### src/rtl/lmt_pkg.sv
package lmt_pkg;
  localparam int DATA_W = 32;
  localparam int FRAC_W = 9;

  localparam int OFS_LIMIT      = 0;
  localparam int OFS_COUNT      = 1;
  localparam int OFS_LIMIT_KEEP = 2;

  typedef enum logic [1:0] {
    RSEL_ZERO  = 2'd0,
    RSEL_LIMIT = 2'd1,
    RSEL_COUNT = 2'd2
  } rsel_e;
endpackage

### src/rtl/lmt_decode.sv
module lmt_decode
  import lmt_pkg::*;
#(
  parameter int ADDR_W = 3
) (
  input  logic [ADDR_W-1:0] addr_i,
  input  logic              wr_i,
  input  logic              rd_i,
  output logic              ld_restart_o,
  output logic              ld_keep_o,
  output logic              ack_o,
  output rsel_e             rsel_o
);
  logic hit_limit, hit_count, hit_keep;

  always_comb begin
    hit_limit    = (addr_i == ADDR_W'(OFS_LIMIT));
    hit_count    = (addr_i == ADDR_W'(OFS_COUNT));
    hit_keep     = (addr_i == ADDR_W'(OFS_LIMIT_KEEP));
    ld_restart_o = wr_i & hit_limit;
    ld_keep_o    = wr_i & hit_keep;
    ack_o        = rd_i & hit_limit;
    if (hit_limit)      rsel_o = RSEL_LIMIT;
    else if (hit_count) rsel_o = RSEL_COUNT;
    else                rsel_o = RSEL_ZERO;
  end
endmodule

### src/rtl/lmt_count.sv
module lmt_count #(
  parameter int CNT_W = 22
) (
  input  logic             clk,
  input  logic             rst_n,
  input  logic             tick_i,
  input  logic             ld_restart_i,
  input  logic             ld_keep_i,
  input  logic [CNT_W-1:0] ld_val_i,
  output logic [CNT_W-1:0] cnt_o,
  output logic [CNT_W-1:0] lim_o,
  output logic             match_o
);
  logic [CNT_W-1:0] cnt_q, lim_q, cnt_inc;

  always_comb begin
    cnt_inc = cnt_q + 1'b1;
    match_o = tick_i && !ld_restart_i && (lim_q != '0) && (cnt_inc == lim_q);
  end

  always_ff @(posedge clk) begin
    if (!rst_n) begin
      cnt_q <= '0;
      lim_q <= '0;
    end else begin
      if (ld_restart_i || ld_keep_i) lim_q <= ld_val_i;
      if (ld_restart_i)              cnt_q <= '0;
      else if (match_o)              cnt_q <= '0;
      else if (tick_i)               cnt_q <= cnt_inc;
    end
  end

  assign cnt_o = cnt_q;
  assign lim_o = lim_q;

  AST_RESTART_ZERO: assert property (@(posedge clk) disable iff (!rst_n)
    ld_restart_i |=> (cnt_q == '0));
  AST_KEEP_COUNT: assert property (@(posedge clk) disable iff (!rst_n)
    (ld_keep_i && !tick_i) |=> (cnt_q == $past(cnt_q)));
  AST_RELOAD_ZERO: assert property (@(posedge clk) disable iff (!rst_n)
    match_o |=> (cnt_q == '0));
  AST_FREE_STEP: assert property (@(posedge clk) disable iff (!rst_n)
    (tick_i && !ld_restart_i && lim_q == '0) |=> (cnt_q == CNT_W'($past(cnt_q) + 1'b1)));
endmodule

### src/rtl/lmt_flags.sv
module lmt_flags (
  input  logic clk,
  input  logic rst_n,
  input  logic match_i,
  input  logic ack_i,
  input  logic ld_restart_i,
  output logic reached_o,
  output logic irq_o
);
  logic reached_q, irq_q;

  always_ff @(posedge clk) begin
    if (!rst_n) begin
      reached_q <= 1'b0;
      irq_q     <= 1'b0;
    end else begin
      if (match_i)    reached_q <= 1'b1;
      else if (ack_i) reached_q <= 1'b0;
      if (match_i)                    irq_q <= 1'b1;
      else if (ack_i || ld_restart_i) irq_q <= 1'b0;
    end
  end

  assign reached_o = reached_q;
  assign irq_o     = irq_q;

  AST_IRQ_HOLD: assert property (@(posedge clk) disable iff (!rst_n)
    (irq_q && !ack_i && !ld_restart_i) |=> irq_q);
  AST_ACK_CLEAR: assert property (@(posedge clk) disable iff (!rst_n)
    (ack_i && !match_i) |=> (!reached_q && !irq_q));
  AST_IRQ_ONLY_MATCH: assert property (@(posedge clk) disable iff (!rst_n)
    (!irq_q && !match_i) |=> !irq_q);
  AST_MATCH_SETS: assert property (@(posedge clk) disable iff (!rst_n)
    match_i |=> (reached_q && irq_q));
endmodule

### src/rtl/lmt_readback.sv
module lmt_readback
  import lmt_pkg::*;
#(
  parameter int CNT_W = 22
) (
  input  logic              clk,
  input  logic              rst_n,
  input  logic              rd_i,
  input  rsel_e             rsel_i,
  input  logic [CNT_W-1:0]  cnt_i,
  input  logic [CNT_W-1:0]  lim_i,
  input  logic              reached_i,
  output logic [DATA_W-1:0] rdata_o,
  output logic              rvalid_o
);
  logic [DATA_W-1:0] rd_mux;

  always_comb begin
    rd_mux = '0;
    case (rsel_i)
      RSEL_LIMIT: rd_mux[FRAC_W +: CNT_W] = lim_i;
      RSEL_COUNT: begin
        rd_mux[FRAC_W +: CNT_W] = cnt_i;
        rd_mux[DATA_W-1]        = reached_i;
      end
      default: rd_mux = '0;
    endcase
  end

  always_ff @(posedge clk) begin
    if (!rst_n) begin
      rdata_o  <= '0;
      rvalid_o <= 1'b0;
    end else begin
      rvalid_o <= rd_i;
      if (rd_i) rdata_o <= rd_mux;
    end
  end

  AST_LOW_BITS_ZERO: assert property (@(posedge clk) disable iff (!rst_n)
    rvalid_o |-> (rdata_o[FRAC_W-1:0] == '0));
  AST_UNMAPPED_ZERO: assert property (@(posedge clk) disable iff (!rst_n)
    (rd_i && rsel_i == RSEL_ZERO) |=> (rdata_o == '0));
  AST_RVALID_TIMING: assert property (@(posedge clk) disable iff (!rst_n)
    rd_i |=> rvalid_o);
endmodule

### src/rtl/lmt_timer.sv
module lmt_timer
  import lmt_pkg::*;
#(
  parameter int ADDR_W = 3,
  parameter int CNT_W  = 22
) (
  input  logic              clk,
  input  logic              rst_n,
  input  logic              tick_i,
  input  logic [ADDR_W-1:0] bus_addr_i,
  input  logic              bus_wr_i,
  input  logic              bus_rd_i,
  input  logic [31:0]       bus_wdata_i,
  output logic [31:0]       bus_rdata_o,
  output logic              bus_rvalid_o,
  output logic              irq_o
);
  localparam logic [DATA_W-1:0] LIM_MASK = DATA_W'(((64'd1 << CNT_W) - 1) << FRAC_W);

  logic             ld_restart, ld_keep, ack, match, reached;
  logic [CNT_W-1:0] cnt, lim;
  rsel_e            rsel;
  logic             unused_wdata;

  assign unused_wdata = ^(bus_wdata_i & ~LIM_MASK);

  lmt_decode #(.ADDR_W(ADDR_W)) u_decode (
    .addr_i(bus_addr_i), .wr_i(bus_wr_i), .rd_i(bus_rd_i),
    .ld_restart_o(ld_restart), .ld_keep_o(ld_keep), .ack_o(ack), .rsel_o(rsel)
  );

  lmt_count #(.CNT_W(CNT_W)) u_count (
    .clk(clk), .rst_n(rst_n), .tick_i(tick_i),
    .ld_restart_i(ld_restart), .ld_keep_i(ld_keep),
    .ld_val_i(bus_wdata_i[FRAC_W +: CNT_W]),
    .cnt_o(cnt), .lim_o(lim), .match_o(match)
  );

  lmt_flags u_flags (
    .clk(clk), .rst_n(rst_n), .match_i(match), .ack_i(ack),
    .ld_restart_i(ld_restart), .reached_o(reached), .irq_o(irq_o)
  );

  lmt_readback #(.CNT_W(CNT_W)) u_readback (
    .clk(clk), .rst_n(rst_n), .rd_i(bus_rd_i), .rsel_i(rsel),
    .cnt_i(cnt), .lim_i(lim), .reached_i(reached),
    .rdata_o(bus_rdata_o), .rvalid_o(bus_rvalid_o)
  );

  AST_FREE_NO_IRQ: assert property (@(posedge clk) disable iff (!rst_n)
    (lim == '0 && !irq_o) |=> !irq_o);
  AST_IRQ_NEEDS_TICK: assert property (@(posedge clk) disable iff (!rst_n)
    $rose(irq_o) |-> $past(tick_i));
endmodule

### config.mk
export PLATFORM = sky130hd
export DESIGN_NAME = lmt_timer
export DESIGN_NICKNAME = d
export VERILOG_FILES = /design/src/rtl/lmt_pkg.sv /design/src/rtl/lmt_decode.sv /design/src/rtl/lmt_count.sv /design/src/rtl/lmt_flags.sv /design/src/rtl/lmt_readback.sv /design/src/rtl/lmt_timer.sv
export SDC_FILE = /design/constraint.sdc
export NUM_CORES = 1
export LEC_CHECK = 0
export BUFFER_PORTS_ARGS = -buffer_cell sky130_fd_sc_hd__buf_4
export CAP_MARGIN = 10
export CORE_ASPECT_RATIO = 1.75
export CORE_UTILIZATION = 41
export CTS_BUF_LIST = sky130_fd_sc_hd__clkbuf_2
export DETAILED_ROUTE_END_ITERATION = 10
export PLACE_DENSITY = 0.64
export SLEW_MARGIN = 20
export SYNTH_ARGS = -nofsm -noshare
export SYNTH_HDL_FRONTEND = slang
export SYNTH_SLANG_ARGS = --single-unit
### constraint.sdc
create_clock -name clk -period 7.4 [get_ports clk]
set_input_delay 0 -clock clk [delete_from_list [all_inputs] [get_ports clk]]
set_output_delay 0 -clock clk [all_outputs]
set_load 0.005 [all_outputs]
* After elaboration in Yosys (flattened, before gate mapping)
Cells that the tools add are included.
Word-level totals: register bits after elaboration 70, bits in latches 0, RAM bits 0, bits in read-only memories 0, output and inout port bits 34, logic and storage cells 35, memories 0
Cells by class: add/subtract/negate cells 1, multipliers 0, divide/modulo/power cells 0, order comparisons 0, eq/ne operators 5, shifts and indexed selects 0, mux-type cells 8, bitwise operators 4, reduce and logical (&&, ||, !) cells 11
Operator list (number):
- $pmux W22 S2 | 1
- $add A22 B1 Y22 const B | 1
- $eq A22 B22 Y1 | 1
- $reduce_bool A22 Y1 | 1
- $mux W1 | 5
- $mux W2 | 2
- $reduce_bool A2 Y1 | 2
- $and A1 B1 Y1 | 3
- $eq A3 B1 Y1 const B | 1
- $eq A3 B2 Y1 const B | 1
- $logic_and A1 B1 Y1 | 3
- $logic_not A3 Y1 | 1
- $reduce_or A3 Y1 | 1
- $eq A2 B1 Y1 const B | 1
- $eq A2 B2 Y1 const B | 1
- $logic_or A1 B1 Y1 | 2
- $logic_not A1 Y1 | 1
- $not A1 Y1 | 1

* Longest topological paths before layout
depth after elaboration 7, mapped depth 10, depth with buffers taken out 8

* Modules after synthesis
A second synthesis with hierarchy kept.
Second synthesis, totals: cells, all modules 420, area, all modules 3821.2 um^2
Modules (own cells, without submodules):
- lmt_count | instances 1, cells each 312, area each 2514.9 um^2
- lmt_readback | instances 1, cells each 96, area each 1182.4 um^2
- lmt_flags | instances 1, cells each 6, area each 73.8 um^2
- lmt_decode | instances 1, cells each 6, area each 50.0 um^2

* Worst setup path before layout
OpenSTA, ideal clock, no wires.
path type register to register, from register u_count.cnt_q[1], in the netlist u_count.cnt_o[1], to register u_flags.irq_q, in the netlist u_flags.irq_o, data arrival time 2433 ps, data required time 7334 ps, setup slack 4901 ps, stages on the path, launching flop included 10, period minus slack after synthesis 2499 ps, cells stage by stage dfxtp_1 -> ha_1 -> and3_1 -> buf_4 -> nand4_2 -> nor4_1 -> a21oi_1 -> a2111o_1 -> or4_4 -> a21boi_2
On the way: cells in the longest elaborated chain, start to end 4, elaborated cells between the ends (all ways) 5, those cells by class add/sub: 1; eq/ne: 1; mux: 1; reduce/logical: 2
RTL lines:
- start: declaration | RTL line lmt_count.sv:14 | logic [CNT_W-1:0] cnt_q, lim_q, cnt_inc;
- start signal: assignment | RTL line lmt_count.sv:29 | else if (tick_i) cnt_q <= cnt_inc;
- $add A22 B1 Y22 * | RTL line lmt_count.sv:17 | cnt_inc = cnt_q + 1'b1;
- $eq A22 B22 Y1 * | RTL line lmt_count.sv:18 | match_o = tick_i && !ld_restart_i && (lim_q != '0) && (cnt_inc == lim_q);
- $logic_and A1 B1 Y1 * | RTL line lmt_count.sv:18
- $mux W1 / $reduce_bool A2 Y1 (equally long branches)
- end signal: assignment | RTL line lmt_flags.sv:15 | irq_q <= 1'b0;
- end signal: assignment | RTL line lmt_flags.sv:19 | if (match_i) irq_q <= 1'b1;
- end signal: assignment | RTL line lmt_flags.sv:20 | else if (ack_i || ld_restart_i) irq_q <= 1'b0;
- end: declaration | RTL line lmt_flags.sv:10 | logic reached_q, irq_q;
Every way passes the cells marked *; elsewhere a longest branch is shown, timed or not. A chain may end at the register's enable or synchronous reset.

* Worst setup path in the final report
from register u_count.cnt_q[0], in the netlist u_count.cnt_o[0], to register u_flags.reached_q, in the netlist u_flags.reached_o
On the way: cells in the longest elaborated chain, start to end 4, elaborated cells between the ends (all ways) 5, those cells by class add/sub: 1; eq/ne: 1; mux: 1; reduce/logical: 2
RTL lines:
- $add A22 B1 Y22 * | RTL line lmt_count.sv:17
- $eq A22 B22 Y1 * | RTL line lmt_count.sv:18
- $logic_and A1 B1 Y1 * | RTL line lmt_count.sv:18
- $mux W1 / $reduce_bool A2 Y1 (equally long branches)
- end signal: assignment | RTL line lmt_flags.sv:14 | reached_q <= 1'b0;
- end signal: assignment | RTL line lmt_flags.sv:17 | if (match_i) reached_q <= 1'b1;
- end signal: assignment | RTL line lmt_flags.sv:18 | else if (ack_i) reached_q <= 1'b0;
- end: declaration | RTL line lmt_flags.sv:10
Marks and branches as above.

==> flow_summary.json <==
{
  "ys_seq_area_share_pct": 37.7,
  "cts_made_buffers": 9,
  "period_needed_ns": 3.59,
  "grt_start_max_net_pins": 50,
  "route.detailed.drc": 0,
  "clock_latency_ns": 0.55,
  "gp_congestion": 0.861,
  "final_util_pct": 57.0,
  "dr.pass1.iters": 5,
  "leakagePower_nw": 1.90,
  "synth_area_per_cell_um2": 8.58,
  "antenna_found_initial": 1,
  "layout_setup_ws_ns": 3.81,
  "grt_pass1_vias": 3639,
  "track_usage_pct": 24.1,
  "clockBufferDepth": 2,
  "holdWs_ns": 0.127,
  "hold_viol": 0,
  "synth-edff-count": 0,
  "io_pins": 74,
  "cp.arrival_ns": 4.09,
  "core_mm2": 0.00873,
  "h-tree-depth": 3,
  "syn_area_mm2": 0.00371,
  "crit_type": "flip-flop to flip-flop",
  "timing.setup.tns_ns": 0,
  "viasPerCell": 5.43,
  "post-place-cells": 570,
  "die_w_um": 74.0,
  "vias": 3591,
  "clock_skew_ns": 0.0276,
  "outcome": "completed",
  "cts_sinks": 70,
  "gr-total-overflow": 0,
  "fmax_mhz": 279,
  "drive_gt1_share_pct": 15.1,
  "ir_drop_v": 0.000118,
  "die_h_um": 128,
  "fin_nets": 579,
  "instances_no_fill": 661,
  "worst-slew-pin-transition_ns": 0.992,
  "cp_max_fo": 8,
  "dieArea_mm2": 0.00946,
  "ant_nets": 0,
  "final_area_mm2": 0.00498,
  "reg2reg_slack_ns": 3.81,
  "io_buffers": 54,
  "holdCritPathClass": "input port to flip-flop",
  "drv_cap": 0,
  "synth-warning-count": 0,
  "fin_crit_sh_pct": 48.5,
  "final-max-slew-violation-count": 0,
  "synth_top_flop_cell": "dfxtp_1",
  "cts_tree": "done",
  "start_kind": "flip-flop",
  "routed_wl_um": 10500,
  "clockRootBuffer": "clkbuf_2",
  "grt_pass1_wl_um": 17300,
  "crit_required_ns": 7.90,
  "powerDensity_mw_per_mm2": 158,
  "dp_slack_ns": 4.01,
  "cp-end-kind": "flip-flop",
  "path_clk_slew_ns": 0.21,
  "dpl_cell_area_mm2": 0.00407,
  "relSlewSlack_pct": 33.8,
  "async_reset_ff_share_pct": 0,
  "synth_cell_types": 52,
  "rsz0062_at_grt": "no",
  "drtIter0Drc": 370,
  "floorplan.initialDensity_pct": 42.6,
  "ctsResizeCount": 0,
  "wl_per_cell_um": 15.9,
  "power.total_mw": 0.786,
  "hpwlAfterDp_um": 6690,
  "area.growth.synth_to_final_pct": 34.0,
  "syn_inst": 433,
  "setup_viol_count_final": 0,
  "rows": 45,
  "fillers": 749,
  "synth_seq_cells": 70
}
==> cell type report <==
class,count,area (µm²),share of cell area [%]
diodes,1,2.50,0.0503
clock buffers,9,45.0,0.905
clock inverters,7,121,2.44
inverters,2,7.51,0.151
multi-input cells,326,2100,42.2
flip-flops and latches,70,1400,28.1
well taps,117,146,2.94
repair buffers,129,1150,23.2
==> worst paths after layout <==
| kind | from | endpoint | depth (start not counted) |
|---|---|---|---|
| min | bus_wr_i | u_flags.irq_o$_SDFFE_PN0P_ | 5 |
| max | u_count.cnt_o[0]$_SDFFE_PP0P_ | u_flags.reached_o$_SDFFE_PN0P_ | 9 |
| min reg2reg | u_flags.irq_o$_SDFFE_PN0P_ | u_flags.irq_o$_SDFFE_PN0P_ | 2 |
| max reg2reg | u_count.cnt_o[0]$_SDFFE_PP0P_ | u_flags.reached_o$_SDFFE_PN0P_ | 9 |
==> synthesized netlist by cell type (all sizes together) (10+ instances only) <==
cell type | n | area share [%]
nor2b | 25 | 4.2
clkbuf | 17 | 1.7
xnor2 | 22 | 5.2
xor2 | 25 | 5.9
nor4 | 10 | 2.1
a21boi | 24 | 5.1
nand3 | 15 | 2.0
buf | 26 | 4.9
a222oi | 21 | 5.7
dfxtp | 70 | 38
nand4 | 13 | 2.4
nor2 | 39 | 3.9
nand2 | 64 | 6.5
==> critical path, cell delays in order (launching register included) <==
cell and delay (ns):
dfxtp_1 0.54, ha_1 0.35, and3_1 0.38, nand4_2 0.16
nor4_1 0.34, a21oi_1 0.07, a2111o_1 0.45, or4_4 0.58
a21boi_2 0.13, dlygate4sd3_1 0.55
==> routing by layer <==
layer  wire length [µm]  global-route usage, %  part of all wire (%)  up-vias
met5                  0                      0                     0        -
met4                423                   13.1                   4.0        0
met2               5500                   42.1                    52      139
li1                   -                      -                     -     1730
met1               4070                   26.7                    39     1685
met3                547                   4.25                   5.2       37
==> layout by cell type (no fill, tap or decap), types with 5 or more instances in the layout <==
cell type	n
dlygate4sd3_1	74
dfxtp_1	70
nand2_1	64
buf_4	55
nor2_1	38
xor2_1	25
nor2b_1	25
xnor2_1	22
a21boi_0	22
a222oi_1	21
nand3_1	15
nand4_1	12
nor4_1	9
conb_1	9
clkbuf_2	9
a21oi_1	5
nand2b_1	5
==> cell families (layout without fill, tap and decap cells) <==
| group | Yosys count | count (layout) | share of synthesized area, % |
|---|---|---|---|
| AOI/OAI and AO/OA | 69 | 69 | 15.5 |
| xor gates and xnor gates | 47 | 47 | 11.1 |
| adders and majority gates | 1 | 1 | 0.337 |
| buffers and inverters | 45 | 147 | 6.84 |
| DFF | 70 | 70 | 37.7 |
| muxes | 4 | 4 | 1.11 |
| other | 1 | 10 | 0.101 |
| and+or+nand+nor | 196 | 196 | 27.3 |
==> flip-flops by register name (all words and copies together), names as in the netlist <==
signal / cells
u_count.cnt_o: 22
u_count.lim_o: 22
u_flags.irq_o: 1
u_flags.reached_o: 1
u_readback.rdata_o: 23
u_readback.rvalid_o: 1
==> power by group <==
group / total [mW] / switching, mW / internal (mW) / leakage, nW
Clock: 0.301 / 0.154 / 0.147 / 0.0965
Combinational: 0.0916 / 0.0416 / 0.0500 / 1.23
Sequential: 0.393 / 0.00937 / 0.384 / 0.566
Total: 0.786 / 0.205 / 0.582 / 1.90
==> repair_timing <==
item	4_1_cts	5_1_grt
hold buffers	74	0
endpoints found under the hold margin	63	0
setup endpoints to repair	0	0
setup buffers	0	0
Power figures use the tool's default switching activity.
